File: config.mk
export PLATFORM = sky130hd
export DESIGN_NAME = bus_suspend_ctrl
export DESIGN_NICKNAME = d
export VERILOG_FILES = /design/src/rtl/bsc_pkg.sv /design/src/rtl/bsc_activity.sv /design/src/rtl/bsc_power.sv /design/src/rtl/bsc_clkdiv.sv /design/src/rtl/bus_suspend_ctrl.sv
export SDC_FILE = /design/constraint.sdc
export NUM_CORES = 1
export LEC_CHECK = 0
export BUFFER_PORTS_ARGS = -buffer_cell sky130_fd_sc_hd__buf_2
export CAP_MARGIN = 20
export CORE_UTILIZATION = 37
export CTS_BUF_LIST = sky130_fd_sc_hd__clkbuf_8
export DETAILED_ROUTE_END_ITERATION = 8
export GPL_ROUTABILITY_DRIVEN = 0
export GPL_TIMING_DRIVEN = 0
export SLEW_MARGIN = 0
export SYNTH_ARGS = -nofsm -noshare
export SYNTH_HDL_FRONTEND = slang
export SYNTH_HIERARCHICAL = 1
export SYNTH_SLANG_ARGS = --single-unit
File: constraint.sdc
create_clock -name clk -period 4.59 [get_ports clk]
set_input_delay 0.6885 -clock clk [delete_from_list [all_inputs] [get_ports clk]]
set_output_delay 0.6885 -clock clk [all_outputs]
set_load 0.05 [all_outputs]
File: src/rtl/bsc_pkg.sv
// Shared definitions for the bus activity suspend controller.
// Assumes an 8-bit register port with a single address bit.
package bsc_pkg;

    localparam int REG_W  = 8;
    localparam int RATE_W = 2;

    // Register select encoding
    typedef enum logic {
        ADDR_STATUS = 1'b0,
        ADDR_CONFIG = 1'b1
    } reg_addr_e;

    // Status register bit positions
    localparam int ST_IDLE_BIT = 0;
    localparam int ST_SUSP_BIT = 1;
    localparam int ST_ACT_BIT  = 5;

    // Configuration register bit positions
    localparam int CF_RATE_LSB = 0;
    localparam int CF_STOP_BIT = 2;
    localparam int CF_SUSP_BIT = 4;

    // Decoded configuration write fields
    typedef struct packed {
        logic              suspend_req;
        logic              clk_stop;
        logic [RATE_W-1:0] rate_sel;
    } cfg_fields_t;

endpackage

File: src/rtl/bsc_activity.sv
// Sticky bus-activity flag plus an inactivity timer.
// Assumes bus_evt_i is a synchronous strobe in the core clock domain.
// The timer saturates at IDLE_CYCLES and restarts on every event.
module bsc_activity #(
    parameter int IDLE_CYCLES = 36000
) (
    input  logic clk,
    input  logic rst_n,
    input  logic bus_evt_i,
    input  logic clr_i,
    output logic act_o,
    output logic idle_o
);

    localparam int              CNT_W = $clog2(IDLE_CYCLES + 1);
    localparam logic [CNT_W-1:0] LIMIT = CNT_W'(IDLE_CYCLES);

    logic [CNT_W-1:0] quiet_cnt;

    // Activity flag: event sets, clear request resets, event wins
    always_ff @(posedge clk) begin
        if (!rst_n)          act_o <= 1'b0;
        else if (bus_evt_i)  act_o <= 1'b1;
        else if (clr_i)      act_o <= 1'b0;
    end

    // Quiet-time counter: restart on event, saturate at limit
    always_ff @(posedge clk) begin
        if (!rst_n)                 quiet_cnt <= '0;
        else if (bus_evt_i)         quiet_cnt <= '0;
        else if (quiet_cnt != LIMIT) quiet_cnt <= quiet_cnt + 1'b1;
    end

    assign idle_o = (quiet_cnt == LIMIT);

endmodule

File: src/rtl/bsc_power.sv
// Suspend state and configuration fields.
// Assumes wake_i is synchronous to clk. Wake only acts while suspended,
// and there it takes priority over a concurrent configuration write.
module bsc_power
    import bsc_pkg::*;
(
    input  logic              clk,
    input  logic              rst_n,
    input  logic              cfg_we_i,
    input  cfg_fields_t       cfg_wr_i,
    input  logic              wake_i,
    output logic              suspend_o,
    output logic              clk_stop_o,
    output logic [RATE_W-1:0] rate_sel_o
);

    // Suspend state: wake exits, otherwise a config write sets or clears it
    always_ff @(posedge clk) begin
        if (!rst_n)                  suspend_o <= 1'b0;
        else if (suspend_o && wake_i) suspend_o <= 1'b0;
        else if (cfg_we_i)           suspend_o <= cfg_wr_i.suspend_req;
    end

    // Clock-stop and rate fields: loaded on a config write
    always_ff @(posedge clk) begin
        if (!rst_n) begin
            clk_stop_o <= 1'b0;
            rate_sel_o <= '0;
        end else if (cfg_we_i) begin
            clk_stop_o <= cfg_wr_i.clk_stop;
            rate_sel_o <= cfg_wr_i.rate_sel;
        end
    end

endmodule

File: src/rtl/bsc_clkdiv.sv
// Glitch-free divided clock for the microcontroller.
// Each half period lasts sel+1 core cycles. The rate select is taken only
// at the start of a period, and the run gate only at half-period
// boundaries, so every pulse is full width.
module bsc_clkdiv #(
    parameter int SEL_W = 2
) (
    input  logic             clk,
    input  logic             rst_n,
    input  logic [SEL_W-1:0] sel_i,
    input  logic             run_i,
    output logic             clk_o,
    output logic [SEL_W-1:0] sel_act_o
);

    logic [SEL_W-1:0] half_cnt;
    logic             phase;
    logic             boundary;

    assign boundary = (half_cnt == sel_act_o);

    // Half-period counter
    always_ff @(posedge clk) begin
        if (!rst_n)        half_cnt <= '0;
        else if (boundary) half_cnt <= '0;
        else               half_cnt <= half_cnt + 1'b1;
    end

    // Free-running phase of the virtual divided clock
    always_ff @(posedge clk) begin
        if (!rst_n)        phase <= 1'b0;
        else if (boundary) phase <= ~phase;
    end

    // Rate select latched when a new period starts
    always_ff @(posedge clk) begin
        if (!rst_n)                  sel_act_o <= '0;
        else if (boundary && !phase) sel_act_o <= sel_i;
    end

    // Gated output: rises only when a period starts, falls only at mid-period
    always_ff @(posedge clk) begin
        if (!rst_n)        clk_o <= 1'b0;
        else if (boundary) clk_o <= !phase && run_i;
    end

endmodule

File: src/rtl/bus_suspend_ctrl.sv
// Top level of the bus activity suspend controller.
// Decodes the register port, combines the activity, power and clock
// sub-blocks, and assembles read data. The core clock runs at twice the
// 6 MHz reference, so the default IDLE_CYCLES of 36000 is 3 ms.
module bus_suspend_ctrl
    import bsc_pkg::*;
#(
    parameter int IDLE_CYCLES = 36000
) (
    input  logic             clk,
    input  logic             rst_n,
    input  logic             bus_evt_i,
    input  logic             wake_i,
    input  logic             reg_we_i,
    input  logic             reg_addr_i,
    input  logic [REG_W-1:0] reg_wdata_i,
    output logic [REG_W-1:0] reg_rdata_o,
    output logic             idle_o,
    output logic             suspend_o,
    output logic             mcu_clk_o
);

    logic              status_we;
    logic              cfg_we;
    logic              clr_req;
    logic              act_flag;
    logic              clk_stop;
    logic [RATE_W-1:0] rate_sel;
    logic [RATE_W-1:0] div_sel;
    cfg_fields_t       cfg_wr;
    logic              unused_wbits;

    // Write decode
    assign status_we = reg_we_i && (reg_addr_i == ADDR_STATUS);
    assign cfg_we    = reg_we_i && (reg_addr_i == ADDR_CONFIG);
    assign clr_req   = status_we && reg_wdata_i[ST_ACT_BIT];

    assign cfg_wr.suspend_req = reg_wdata_i[CF_SUSP_BIT];
    assign cfg_wr.clk_stop    = reg_wdata_i[CF_STOP_BIT];
    assign cfg_wr.rate_sel    = reg_wdata_i[CF_RATE_LSB +: RATE_W];
    assign unused_wbits       = ^{reg_wdata_i[7:6], reg_wdata_i[3]};

    bsc_activity #(
        .IDLE_CYCLES (IDLE_CYCLES)
    ) u_act (
        .clk       (clk),
        .rst_n     (rst_n),
        .bus_evt_i (bus_evt_i),
        .clr_i     (clr_req),
        .act_o     (act_flag),
        .idle_o    (idle_o)
    );

    bsc_power u_pwr (
        .clk        (clk),
        .rst_n      (rst_n),
        .cfg_we_i   (cfg_we),
        .cfg_wr_i   (cfg_wr),
        .wake_i     (wake_i),
        .suspend_o  (suspend_o),
        .clk_stop_o (clk_stop),
        .rate_sel_o (rate_sel)
    );

    bsc_clkdiv #(
        .SEL_W (RATE_W)
    ) u_div (
        .clk       (clk),
        .rst_n     (rst_n),
        .sel_i     (rate_sel),
        .run_i     (!suspend_o && !clk_stop),
        .clk_o     (mcu_clk_o),
        .sel_act_o (div_sel)
    );

    // Read data assembly for the selected register
    always_comb begin
        reg_rdata_o = '0;
        if (reg_addr_i == ADDR_STATUS) begin
            reg_rdata_o[ST_ACT_BIT]  = act_flag;
            reg_rdata_o[ST_SUSP_BIT] = suspend_o;
            reg_rdata_o[ST_IDLE_BIT] = idle_o;
        end else begin
            reg_rdata_o[CF_SUSP_BIT]               = suspend_o;
            reg_rdata_o[CF_STOP_BIT]               = clk_stop;
            reg_rdata_o[CF_RATE_LSB +: RATE_W]     = rate_sel;
        end
    end

endmodule

After elaboration in Yosys (flattened, before gate mapping)
Index checks and enable logic that the tools add are counted.
{"block": "word_totals", "word_cells": 37, "output_inout_bits": 11, "reg_bits": 27}
{"block": "classes", "bitwise_logic": 3, "eq_ne": 3, "n_reduce_logical": 14, "muxes": 6, "addsub": 2}
{"cell": "adder 16 x 1 -> 16 bit (second input constant)", "count": 1}
{"cell": "== test 16 bit (second input constant)", "count": 1}
{"cell": "inequality test 16 bit (second input constant)", "count": 1}
{"cell": "logical AND 1 bit", "count": 7}
{"cell": "OR reduction 2 bit", "count": 3}
{"cell": "2-to-1 mux 1 bit", "count": 5}
{"cell": "logical NOT 1 bit", "count": 3}
{"cell": "inverter 1 bit", "count": 3}
{"cell": "adder 2 x 1 -> 2 bit (second input constant)", "count": 1}
{"cell": "== test 2 bit", "count": 1}
{"cell": "2-to-1 mux 2 bit", "count": 1}
{"cell": "nonzero test 2 bit", "count": 1}

Longest topological paths before layout
Gate-level depths: netlist of run 1.
{"block": "depth", "ltp_word": 5, "ltp_mapped": 5, "ltp_nobuf": 5}

Cells and area by module
Netlist of run 1, hierarchy kept.
{"mod": "bsc_activity", "area_per_inst_um2": 858.3, "cells_per_inst": 99, "seq_area_each_um2": 340.3, "n_inst": 1}
{"mod": "bsc_clkdiv", "area_per_inst_um2": 292.8, "cells_per_inst": 29, "seq_area_each_um2": 120.1, "n_inst": 1}
{"mod": "bsc_power", "area_per_inst_um2": 150.1, "cells_per_inst": 13, "seq_area_each_um2": 80.1, "n_inst": 1}
{"mod": "bus_suspend_ctrl", "area_per_inst_um2": 93.8, "cells_per_inst": 12, "seq_area_each_um2": 0.0, "n_inst": 1}

Worst setup path before layout of run 1
OpenSTA, ideal clock, no wires.
{"block": "synth_path", "path_type": "register to output", "from": "reg u_act.quiet_cnt[4]", "to": "out reg_rdata_o[0]", "t_arrival_ps": 2146, "path_slack_ps": 1755, "path_buffers": 0, "path_stages_with_launch": 4, "path_cell_list": "dfxtp_1 or4_4 nor4_4 mux2_2"}
{"block": "synth_between", "elab_chain_len": 2}
{"item": "from (decl)", "line": "bsc_activity.sv:18", "source": "logic [CNT_W-1:0] quiet_cnt;"}
{"item": "from (signal assigned)", "line": "bsc_activity.sv:31", "source": "else if (quiet_cnt != LIMIT) quiet_cnt <= quiet_cnt + 1'b1;"}
{"item": "== test 16 bit", "line": "bsc_activity.sv:34", "source": "assign idle_o = (quiet_cnt == LIMIT);"}
{"item": "named net idle_o", "line": "bus_suspend_ctrl.sv:18", "source": "output logic idle_o,"}
{"item": "2-to-1 mux 2 bit", "line": "bus_suspend_ctrl.sv:79", "source": "if (reg_addr_i == ADDR_STATUS) begin"}
{"item": "to (decl)", "line": "bus_suspend_ctrl.sv:17", "source": "output logic [REG_W-1:0] reg_rdata_o,"}
The timed path passes the listed nets, and every way through them passes these cells.

Worst setup path in the final report of run 1
{"block": "layout_path", "from": "reg u_act.quiet_cnt[4]", "to": "out reg_rdata_o[0]"}
{"block": "layout_between", "elab_chain_len": 2}
{"item": "== test 16 bit", "line": "bsc_activity.sv:34"}
{"item": "2-to-1 mux 2 bit", "line": "bus_suspend_ctrl.sv:79"}
Every way passes these cells.

==> results of run 1 <==
==> metal layers <==
metal  up-vias  wire (um)  part of all wire, %
met1       533       1408                   52
met2        24       1130                   42
met4         0         55                  2.0
li1        593          -                    -
met5         -          0                    0
met3         4        106                  3.9
==> synth_stat cells <==
cell	count	area, um2
nor2_1	3	11.26
nor4_1	5	31.28
o311ai_0	3	26.28
nor3b_1	1	7.510
clkbuf_1	4	15.01
ha_1	2	25.02
mux2_1	1	11.26
o22ai_1	1	6.260
nand2_1	17	63.81
o41ai_1	1	8.760
nand4b_1	3	26.28
nor4_4	1	21.27
nor3b_2	1	12.51
nand3_1	8	40.04
or4_4	1	11.26
dfxtp_1	27	540.5
mux2_2	2	22.52
mux2i_1	12	120.1
and3_1	1	6.260
o211ai_1	2	15.01
conb_1	1	3.750
nor2_2	1	6.260
o21ai_0	2	10.01
o21a_1	1	7.510
inv_1	7	26.28
nand2b_1	8	50.05
and2b_2	1	8.760
or3_1	3	18.77
nand4_1	3	18.77
or4_1	4	30.03
o31ai_1	3	22.52
nor2b_1	5	31.28
nand3b_1	1	7.510
and3b_2	1	10.01
xnor2_1	1	8.760
buf_4	3	22.52
xor2_2	1	16.27
and2_2	3	22.52
xor2_1	3	26.28
a21oi_1	5	25.02
==> critical path, stage by stage (launching register included) <==
cell and delay, ns:
dfxtp_1 0.36, or4_4 0.56, nor4_4 0.49, mux2_2 0.24
buf_2 0.25
==> where the power goes <==
group	switching (W)	internal, W	total, W
Combinational	0.0000653	0.0000411	0.000106
Clock	0.0000728	0.0000608	0.000134
Sequential	0.0000190	0.000252	0.000271
==> kinds of logic after synthesis <==
family	Yosys count	synth area share, %
compound gates	18	8.700
xor+xnor	5	3.678
fa+ha+maj	2	1.793
buf+inv	14	4.574
flops	27	38.74
mux	15	11.03
other cells	1	0.2688
simple gates	71	31.21
==> registers in the layout, indices dropped and copies added, names as in the netlist <==
name              cells
u_div/phase           1
u_act/act_o           1
u_pwr/suspend_o       1
u_div/clk_o           1
u_div/sel_act_o       2
u_div/half_cnt        2
u_pwr/rate_sel_o      2
u_act/quiet_cnt      16
u_pwr/clk_stop_o      1
==> through the flow <==
stage / hold WS (ns) / setup WS [ns]
2_1_floorplan: 0.4428 / 1.755
3_3_place_gp: 0.4463 / 2.052
3_5_place_dp: 0.4514 / 2.037
4_1_cts: 0.4655 / 1.714
5_1_grt: 0.5069 / 1.629
6_report: 0.4607 / 1.723
==> how the worst max path moves through the flow <==
stage | from | to | slack (ns) | cells past startpoint
floorplan | u_act/quiet_cnt[4]$_SDFFE_PP0P_ | reg_rdata_o[0] | 1.76 | 3
global placement | u_act/quiet_cnt[4]$_SDFFE_PP0P_ | reg_rdata_o[0] | 2.05 | 4
detailed placement | u_act/quiet_cnt[4]$_SDFFE_PP0P_ | reg_rdata_o[0] | 2.04 | 4
CTS | u_act/quiet_cnt[4]$_SDFFE_PP0P_ | reg_rdata_o[0] | 1.71 | 4
global route | u_act/quiet_cnt[4]$_SDFFE_PP0P_ | reg_rdata_o[0] | 1.63 | 4
finish | u_act/quiet_cnt[4]$_SDFFE_PP0P_ | reg_rdata_o[0] | 1.72 | 4
==> layout make-up <==
cell class                      instances  area, um2  area share (%)
Inverter                                7      26.28           1.646
Timing Repair Buffer                   18      90.09           5.643
Multi-Input combinational cell        114      798.3           50.00
Buffer                                  7      37.54           2.351
Sequential cell                        27      540.5           33.86
Tap cell                               46      57.56           3.605
Clock buffer                            3      41.29           2.586
Clock inverter                          1      5.005          0.3135
==> summary.txt, run 1 <==
Clock network
  • CTS clk-pin slew, worst paths: 0.09 ns
  • Clock buffer depth: 2
  • # hold bufs at CTS: 0
  • TritonCTS clock tree: done
  • TritonCTS Sinks: 27
  • # Post-CTS Setup Buffers: 0
  • Num CTS Buffers: 3
  • Post-CTS Resized: 0
  • Worst skew pair latency: 0.27 ns
  • CTS root buf: clkbuf_8
  • H-tree level count: 1

Final layout
  • Design Area, Final: 1597 um2
  • Commonest non-fill, non-tap cells in the layout: dfxtp_1, buf_2, nand2_1, mux2i_1
  • Util after Layout: 46.03%
  • # fillers: 341
  • Layout cell share with drive strength beyond 1: 20.90%
  • Layout area overhead: 14.44%
  • Most common cell after layout, fill and taps aside: dfxtp_1
  • Final net count: 194
  • Antenna cells: 0
  • Final non-filler cell total: 223

Floorplan
  • FP Rows: 21
  • Starting Density: 40.22%
  • I/O pin total: 25
  • Die Area: 4020 um2
  • Core area: 3468 um2
  • Die Ht: 63.41 um
  • Die Wd: 63.41 um

Power and ir drop
  • Power Total: 0.0005109 W
  • Pleak: 0.5751 nW
  • Worst VDD drop: 0.0001126 V
  • Power per cell area: 320.0 nW/um2

Worst setup path
  • WS Path Type: register to primary output
  • WP data arrival: 2.18 ns
  • Worst r2r src: u_act/quiet_cnt[4]$_SDFFE_PP0P_
  • Worst reg2reg path depth: 3
  • Reg-to-reg endpoint: u_act/quiet_cnt[0]$_SDFFE_PP0P_
  • Setup slack, reg-to-reg: 2.87 ns
  • Worst path required time: 3.90 ns
  • Startpoint types: register
  • Critical path peak fanout: 5
  • CP endpoint kind: primary output

GRT
  • Met1 Use GR: 19.80%
  • Met3 Use GR: 1.993%
  • Vias in the first global route: 1008
  • Largest net degree at the start of global routing: 16
  • Global-route wire length before repair: 4.581 mm
  • GRT Max-Usage Layer: met2
  • Met2 layer usage reported by global route: 21.68%
  • GRT Util Overall: 14.43%
  • Initial antenna violation count: 0
  • Gr ovfl total: 0

Timing
  • Worst-Margin Slew: 0.5292 ns
  • Fmax: 0.3488 GHz
  • Endpoints failing hold: 0
  • Setup TNS: 0 ns
  • Fin crit share: 62.46%
  • Minimum clock period after layout: 2.867 ns
  • Max-slew headroom at the worst pin: 64.65%
  • Max Clock Skew: 0.004446 ns
  • Count of final setup violators: 0
  • RSZ-0062 raised after global routing: no
  • Slew Viols, Final: 0

Logic synthesis
  • Sequential cell area fraction in the yosys report: 38.74%
  • Avg Inst Size Synth: 9.118 um2
  • Yosys reg bits: 27
  • Cell Area, Synth: 1395 um2
  • Syn Inst Count: 153
  • Synth cell types: 40
  • Ys Warns: 6

Place
  • Cell total after placement: 219
  • DP Area: 1550 um2
  • Port Buffers: 18
  • Detailed placement HPWL: 2.005 mm

Routing
  • DRC violations left: 0
  • Routed WL: 2.700 mm
  • WL per Instance: 12.11 um
  • Vias after detailed routing: 1154
  • Drt pass-1 iters: 4
  • Routed Antenna Nets: 0
  • Iteration-0 DRC Markers: 54
  • Via/cell ratio: 5.175

Hold path
  • Hold Crit Class: register to register
  • Hold path startpoint: u_div/clk_o$_SDFFE_PN0N_
  • Worst Hold Path EP: u_div/clk_o$_SDFFE_PN0N_
  • Hold path depth: 2

Run status
  • Status: finished clean

Flow run
  • Maxcap violations: 0
(Power assumes the default switching activity.)
==> run 2, diff against run 1 <==
ABC_AREA = 1   (was unset)
clock period = 2.3 ns   (was 4.59 ns; I/O delays follow)
==> run 2 against run 1 <==
Compared with the run above: power is 140% higher; hold slack worse by 0.17 ns; wire length is 9.6% higher; register-to-register slack worse by 1.9 ns; first-iteration DRC count is 54% higher; largest power group unchanged.
==> summary.txt, run 2 <==
Run status
  • Status: finished clean

Floorplan
  • Core area: 3744 um2
  • I/O pin total: 25
  • Die Wd: 65.33 um
  • Die Ht: 65.33 um
  • Starting Density: 39.64%
  • FP Rows: 22
  • Die Area: 4268 um2

Power and ir drop
  • Worst VDD drop: 0.0003705 V
  • Switching power: 0.0004373 W
  • Comb pwr share: 30.8%
  • Sw Ratio: 35.95%
  • Pleak: 0.6975 nW
  • Clock power share: 22.8%
  • Power per cell area: 714.5 nW/um2
  • Reg power frac: 46.4%
  • Power Internal: 0.0007793 W

Place
  • Port Buffers: 17
  • Detailed placement HPWL: 2.325 mm

Worst setup path
  • Startpoint types: register
  • CP endpoint kind: primary output
  • WP data arrival: 1.76 ns
  • Setup slack, reg-to-reg: 0.96 ns
  • WS Path Type: register to primary output
  • Critical path peak fanout: 4
  • Worst path required time: 1.96 ns

Clock network
  • TritonCTS Sinks: 27
  • Num CTS Buffers: 3
  • CTS clk-pin slew, worst paths: 0.10 ns
  • # hold bufs at CTS: 0
  • Clock buffer depth: 2
  • TritonCTS clock tree: done
  • # Post-CTS Setup Buffers: 0
  • H-tree level count: 1
  • Worst skew pair latency: 0.27 ns
  • CTS root buf: clkbuf_8

Flow run
  • Maxcap violations: 0

Routing
  • Routed WL: 2.959 mm
  • DRC violations left: 0
  • Vias after detailed routing: 1413
  • Iteration-0 DRC Markers: 83
  • Routed Antenna Nets: 0
  • Met3 Routed Length: 112 um
  • Via/cell ratio: 4.694
  • Drt pass-1 iters: 4
  • Uppermost layer routed: met4
  • Met2 wire length: 1.278 mm
  • WL per Instance: 9.831 um
  • Wl on met1: 1.541 mm

Logic synthesis
  • Cell Area, Synth: 1484 um2
  • Synth cell types: 26
  • Yosys reg bits: 27
  • Top post-synthesis cells by count: nand2_1, nor2_1, dfxtp_1, inv_1, nand3_1
  • Synth area leaders: dfxtp_1, nand2_1, nor2_1
  • Post-synthesis mux area share: 0%
  • Synth top area share: 36.42%
  • Ys Warns: 6
  • Most common cell in the synthesized netlist: nand2_1
  • Sequential cell area fraction in the yosys report: 36.42%
  • Area share of fa/ha/maj cells after synthesis: 1.686%
  • Synth Flop Type: dfxtp_1
  • Simple-gate portion of the synthesized area: 40.05%
  • Syn Inst Count: 230
  • Post-Synth XOR/XNOR Area: 2.277%
  • Compound-Gate Fraction of Synth Area: 8.938%
  • Post-synth ARST share: 0%
  • Largest family of logic cells by synthesized area: simple AND/OR/NAND/NOR gates
  • Post-synth EDFFs: 0
  • Avg Inst Size Synth: 6.452 um2
  • Leading area contributor after synthesis: dfxtp_1

Final layout
  • Reg area: 540.5 um2
  • Largest register by flop count: u_act/quiet_cnt
  • Layout area overhead: 14.76%
  • Commonest non-fill, non-tap cells in the layout: nand2_1, nor2_1, inv_1, dfxtp_1, nand3_1
  • Antenna cells: 0
  • # fillers: 409
  • Most common cell after layout, fill and taps aside: nand2_1
  • Layout cell share with drive strength beyond 1: 16.60%
  • Max reg flops: 16
  • Area occupied by multi-input gates: 812.0 um2
  • Final net count: 270

GRT
  • Largest net degree at the start of global routing: 17
  • Global-route wire length before repair: 5.409 mm
  • Gr ovfl total: 0
  • GRT Util Overall: 16.05%
  • Initial antenna violation count: 0
  • Vias in the first global route: 1266

Timing
  • Hold Slack: 0.2915 ns
  • Minimum clock period after layout: 2.102 ns
  • Max Clock Skew: 0.003768 ns
  • Endpoints failing hold: 0
  • Setup TNS: 0 ns
  • Count of final setup violators: 0
  • Slew Viols, Final: 0
  • Fmax: 0.4756 GHz
  • Fin crit share: 91.41%
  • RSZ-0062 raised after global routing: no

Hold path
  • Hold Crit Class: input pin to register
## run 2: layer usage
metal,up-vias,GRT usage [%]
met5,-,0
met4,0,6.522
met3,2,2.083
met2,28,24.48
met1,620,22.59
li1,763,-
## run 2: power by group through the flow
stage | logic (W) | clock network (W) | registers (W)
after floorplan | 0.000282 | 0 | 0.000603
after global placement | 0.000376 | 0 | 0.000575
after detailed placement | 0.000379 | 0 | 0.000577
after CTS | 0.000381 | 0.000290 | 0.000565
after global routing | 0.000438 | 0.000318 | 0.000571
final | 0.000375 | 0.000277 | 0.000564
## run 2: kinds of logic (layout without fill, tap and decap cells)
group                      after synthesis  count (layout)
AOI/OAI and AO/OA                       25              25
xor gates and xnor gates                 3               3
adders and majority gates                2               2
buffers and inverters                   36              57
DFF                                     27              27
other                                    1               3
and+or+nand+nor                        136             136
## run 2: timing repair
action                                 in CTS  in global routing
endpoints found under the hold margin       0                  0
gates resized for setup                     0                  1
setup endpoints to repair                   0                  1
## run 2: layout make-up
type / instances / share of cell area, %
clock buffers: 3 / 2.425
inverters: 32 / 7.054
well taps: 48 / 3.527
multi-input cells: 169 / 47.69
clock inverters: 1 / 0.4409
plain buffers: 4 / 1.984
flip-flops and latches: 27 / 31.74
repair buffers: 17 / 5.143
## run 2: critical path, stage by stage, from the launching register on
cell and delay, ns:
dfxtp_1 0.34, inv_1 0.11, ha_1 0.21, nand3_1 0.14
nor4_4 0.33, nand2_1 0.08, nand2_1 0.06, clkbuf_4 0.22
## run 2: final timing paths
check | from | end | depth (start not counted)
worst max-delay path | u_act/quiet_cnt[0]$_SDFFE_PP0P_ | reg_rdata_o[0] | 7
worst min-delay path | reg_wdata_i[1] | u_pwr/rate_sel_o[1]$_SDFFE_PN0P_ | 3
worst max register to register | u_act/quiet_cnt[1]$_SDFFE_PP0P_ | u_act/quiet_cnt[14]$_SDFFE_PP0P_ | 6
worst min register to register | u_div/phase$_SDFFE_PN0N_ | u_div/phase$_SDFFE_PN0N_ | 2
## run 2: through the flow
stage / cell area (um2) / setup slack, ns / cells / utilization (%) / power (W)
final: 1703 / 0.1976 / 301 / 45.49 / 0.001217
after global routing: 1703 / 0.01584 / 301 / 45.49 / 0.001327
after CTS: 1700 / 0.1550 / 301 / 45.42 / 0.001236
after detailed placement: 1652 / 0.4767 / 297 / 44.12 / 0.0009560
after global placement: 1652 / 0.4780 / 297 / 44.12 / 0.0009514
after floorplan: 1506 / 0.05421 / 232 / - / 0.0008852
==> run 3, diff against run 2 <==
clock period = 2.7 ns   (was 2.3 ns; I/O delays follow)
==> run 3 against run 2 <==
Compared with the run above: global-route usage fell by 0.61 points; hold slack gained 0.066 ns; worst setup slack better by 0.34 ns; via count is 4.0% lower; sequential power shrank 15%; non-clock buffer count unchanged; design area fell by 0.81%; sequential cell count unchanged; die area unchanged; critical endpoint unchanged; clock power fell by 17%; power shrank 15%; largest cell class unchanged; critical path depth unchanged; highest routed layer unchanged.
==> summary.txt, run 3 (same netlist as run 2, synthesis figures left out) <==
Clock network
  • CTS root buf: clkbuf_8
  • Num CTS Buffers: 3
  • CTS clk-pin slew, worst paths: 0.09 ns
  • Clock buffer depth: 2
  • TritonCTS Sinks: 27
  • Worst skew pair latency: 0.27 ns
  • H-tree level count: 1
  • TritonCTS clock tree: done
  • Post-CTS Resized: 0
  • # hold bufs at CTS: 0
  • # Post-CTS Setup Buffers: 0

Final layout
  • Antenna cells: 0
  • Most common cell after layout, fill and taps aside: nand2_1
  • Layout cell share with drive strength beyond 1: 16.60%
  • Largest register by flop count: u_act/quiet_cnt
  • Design Area, Final: 1689 um2
  • # fillers: 425
  • Commonest non-fill, non-tap cells in the layout: nand2_1, nor2_1, inv_1, dfxtp_1, nand3_1
  • Layout area overhead: 13.83%
  • Max reg flops: 16
  • Final non-filler cell total: 301
  • Final net count: 270

Worst setup path
  • CP endpoint kind: primary output
  • Launch point of the worst path: u_act/quiet_cnt[0]$_SDFFE_PP0P_
  • Startpoint types: register
  • Setup slack, reg-to-reg: 1.36 ns
  • Critical path peak fanout: 4
  • Worst path required time: 2.30 ns
  • Worst reg2reg path depth: 5
  • Worst r2r src: u_act/quiet_cnt[1]$_SDFFE_PP0P_
  • WS Path Type: register to primary output
  • Reg-to-reg endpoint: u_act/quiet_cnt[14]$_SDFFE_PP0P_
  • WP data arrival: 1.75 ns

Hold path
  • Hold path startpoint: reg_wdata_i[1]
  • Worst Hold Path EP: u_pwr/rate_sel_o[1]$_SDFFE_PN0P_
  • Hold path depth: 3
  • Hold Crit Class: input pin to register

Floorplan
  • FP Rows: 22
  • I/O pin total: 25
  • Core area: 3744 um2
  • Starting Density: 39.64%
  • Die Wd: 65.33 um
  • Die Ht: 65.33 um
  • Die Area: 4268 um2

Timing
  • Slew Viols, Final: 0
  • Minimum clock period after layout: 2.159 ns
  • RSZ-0062 raised after global routing: no
  • Final worst slack: 0.5405 ns
  • Max Clock Skew: 0.001201 ns
  • Count of final setup violators: 0
  • Endpoints failing hold: 0
  • Fmax: 0.4631 GHz
  • Fin crit share: 79.98%
  • Setup TNS: 0 ns

Routing
  • Drt pass-1 iters: 4
  • Vias after detailed routing: 1356
  • Via/cell ratio: 4.505
  • Routed WL: 2.928 mm
  • Iteration-0 DRC Markers: 75
  • Routed Antenna Nets: 0
  • WL per Instance: 9.728 um
  • DRC violations left: 0

Power and ir drop
  • Worst VDD drop: 0.0001794 V
  • Switching power: 0.0003700 W
  • Power per cell area: 611.0 nW/um2
  • Reg power frac: 46.6%
  • Sw Ratio: 35.84%
  • Clock power share: 22.4%
  • Power Internal: 0.0006622 W
  • Power Total: 0.001032 W
  • Comb pwr share: 31.0%
  • Pleak: 0.7017 nW

GRT
  • Gr ovfl total: 0
  • GRT Util Overall: 15.44%
  • Global-route wire length before repair: 5.188 mm
  • Vias in the first global route: 1181
  • Largest net degree at the start of global routing: 16
  • Initial antenna violation count: 0

Place
  • DP Area: 1643 um2
  • Detailed placement HPWL: 2.262 mm
  • Port Buffers: 17
  • Cell total after placement: 297
  • Setup WS pre-CTS: 0.8138 ns

Run status
  • Status: finished clean

Flow run
  • Maxcap violations: 0
-- run 3: through the flow --
stage | utilization, % | hold WS [ns]
floorplan | - | 0.4381
global placement | 43.88 | 0.4478
detailed placement | 43.88 | 0.4516
CTS | 45.12 | 0.3479
global route | 45.12 | 0.3535
finish | 45.12 | 0.3573
-- run 3: worst max path at each step --
stage | slack, ns | to | cells after the start
floorplan | 0.08 | reg_rdata_o[0] | 6
global placement | 0.75 | reg_rdata_o[0] | 7
detailed placement | 0.81 | reg_rdata_o[0] | 7
CTS | 0.49 | reg_rdata_o[0] | 7
global route | 0.37 | reg_rdata_o[0] | 7
finish | 0.54 | reg_rdata_o[0] | 7
-- run 3: area by class of cell --
cell class,instances,area (um2),area share (%)
Inverter,32,120.1,7.111
Clock buffer,3,41.29,2.444
Tap cell,48,60.06,3.556
Timing Repair Buffer,17,85.08,5.037
Sequential cell,27,540.5,32.00
Buffer,4,33.78,2.000
Multi-Input combinational cell,169,803.3,47.56
Clock inverter,1,5.005,0.2963
-- run 3: critical path: stages, from the launching register on --
cell,delay [ns]
dfxtp_1,0.33
inv_1,0.11
ha_1,0.20
nand3_1,0.11
nor4_2,0.33
nand2_1,0.09
nand2_1,0.06
buf_2,0.25
-- run 3: power groups by stage --
stage / logic, W / registers (W) / clock network (W)
global placement: 0.000321 / 0.000490 / 0
CTS: 0.000321 / 0.000481 / 0.000244
finish: 0.000320 / 0.000481 / 0.000231
detailed placement: 0.000320 / 0.000491 / 0
global route: 0.000365 / 0.000487 / 0.000258
floorplan: 0.000240 / 0.000514 / 0
-- run 3: per-layer routing --
metal  global-route usage (%)  up-vias  part of all wire, %
met2                    22.29       24                   41
li1                         -      763                    -
met3                    2.951        2                  3.6
met1                    22.74      567                   55
met4                    4.891        0                 0.34
met5                        0        -                    0
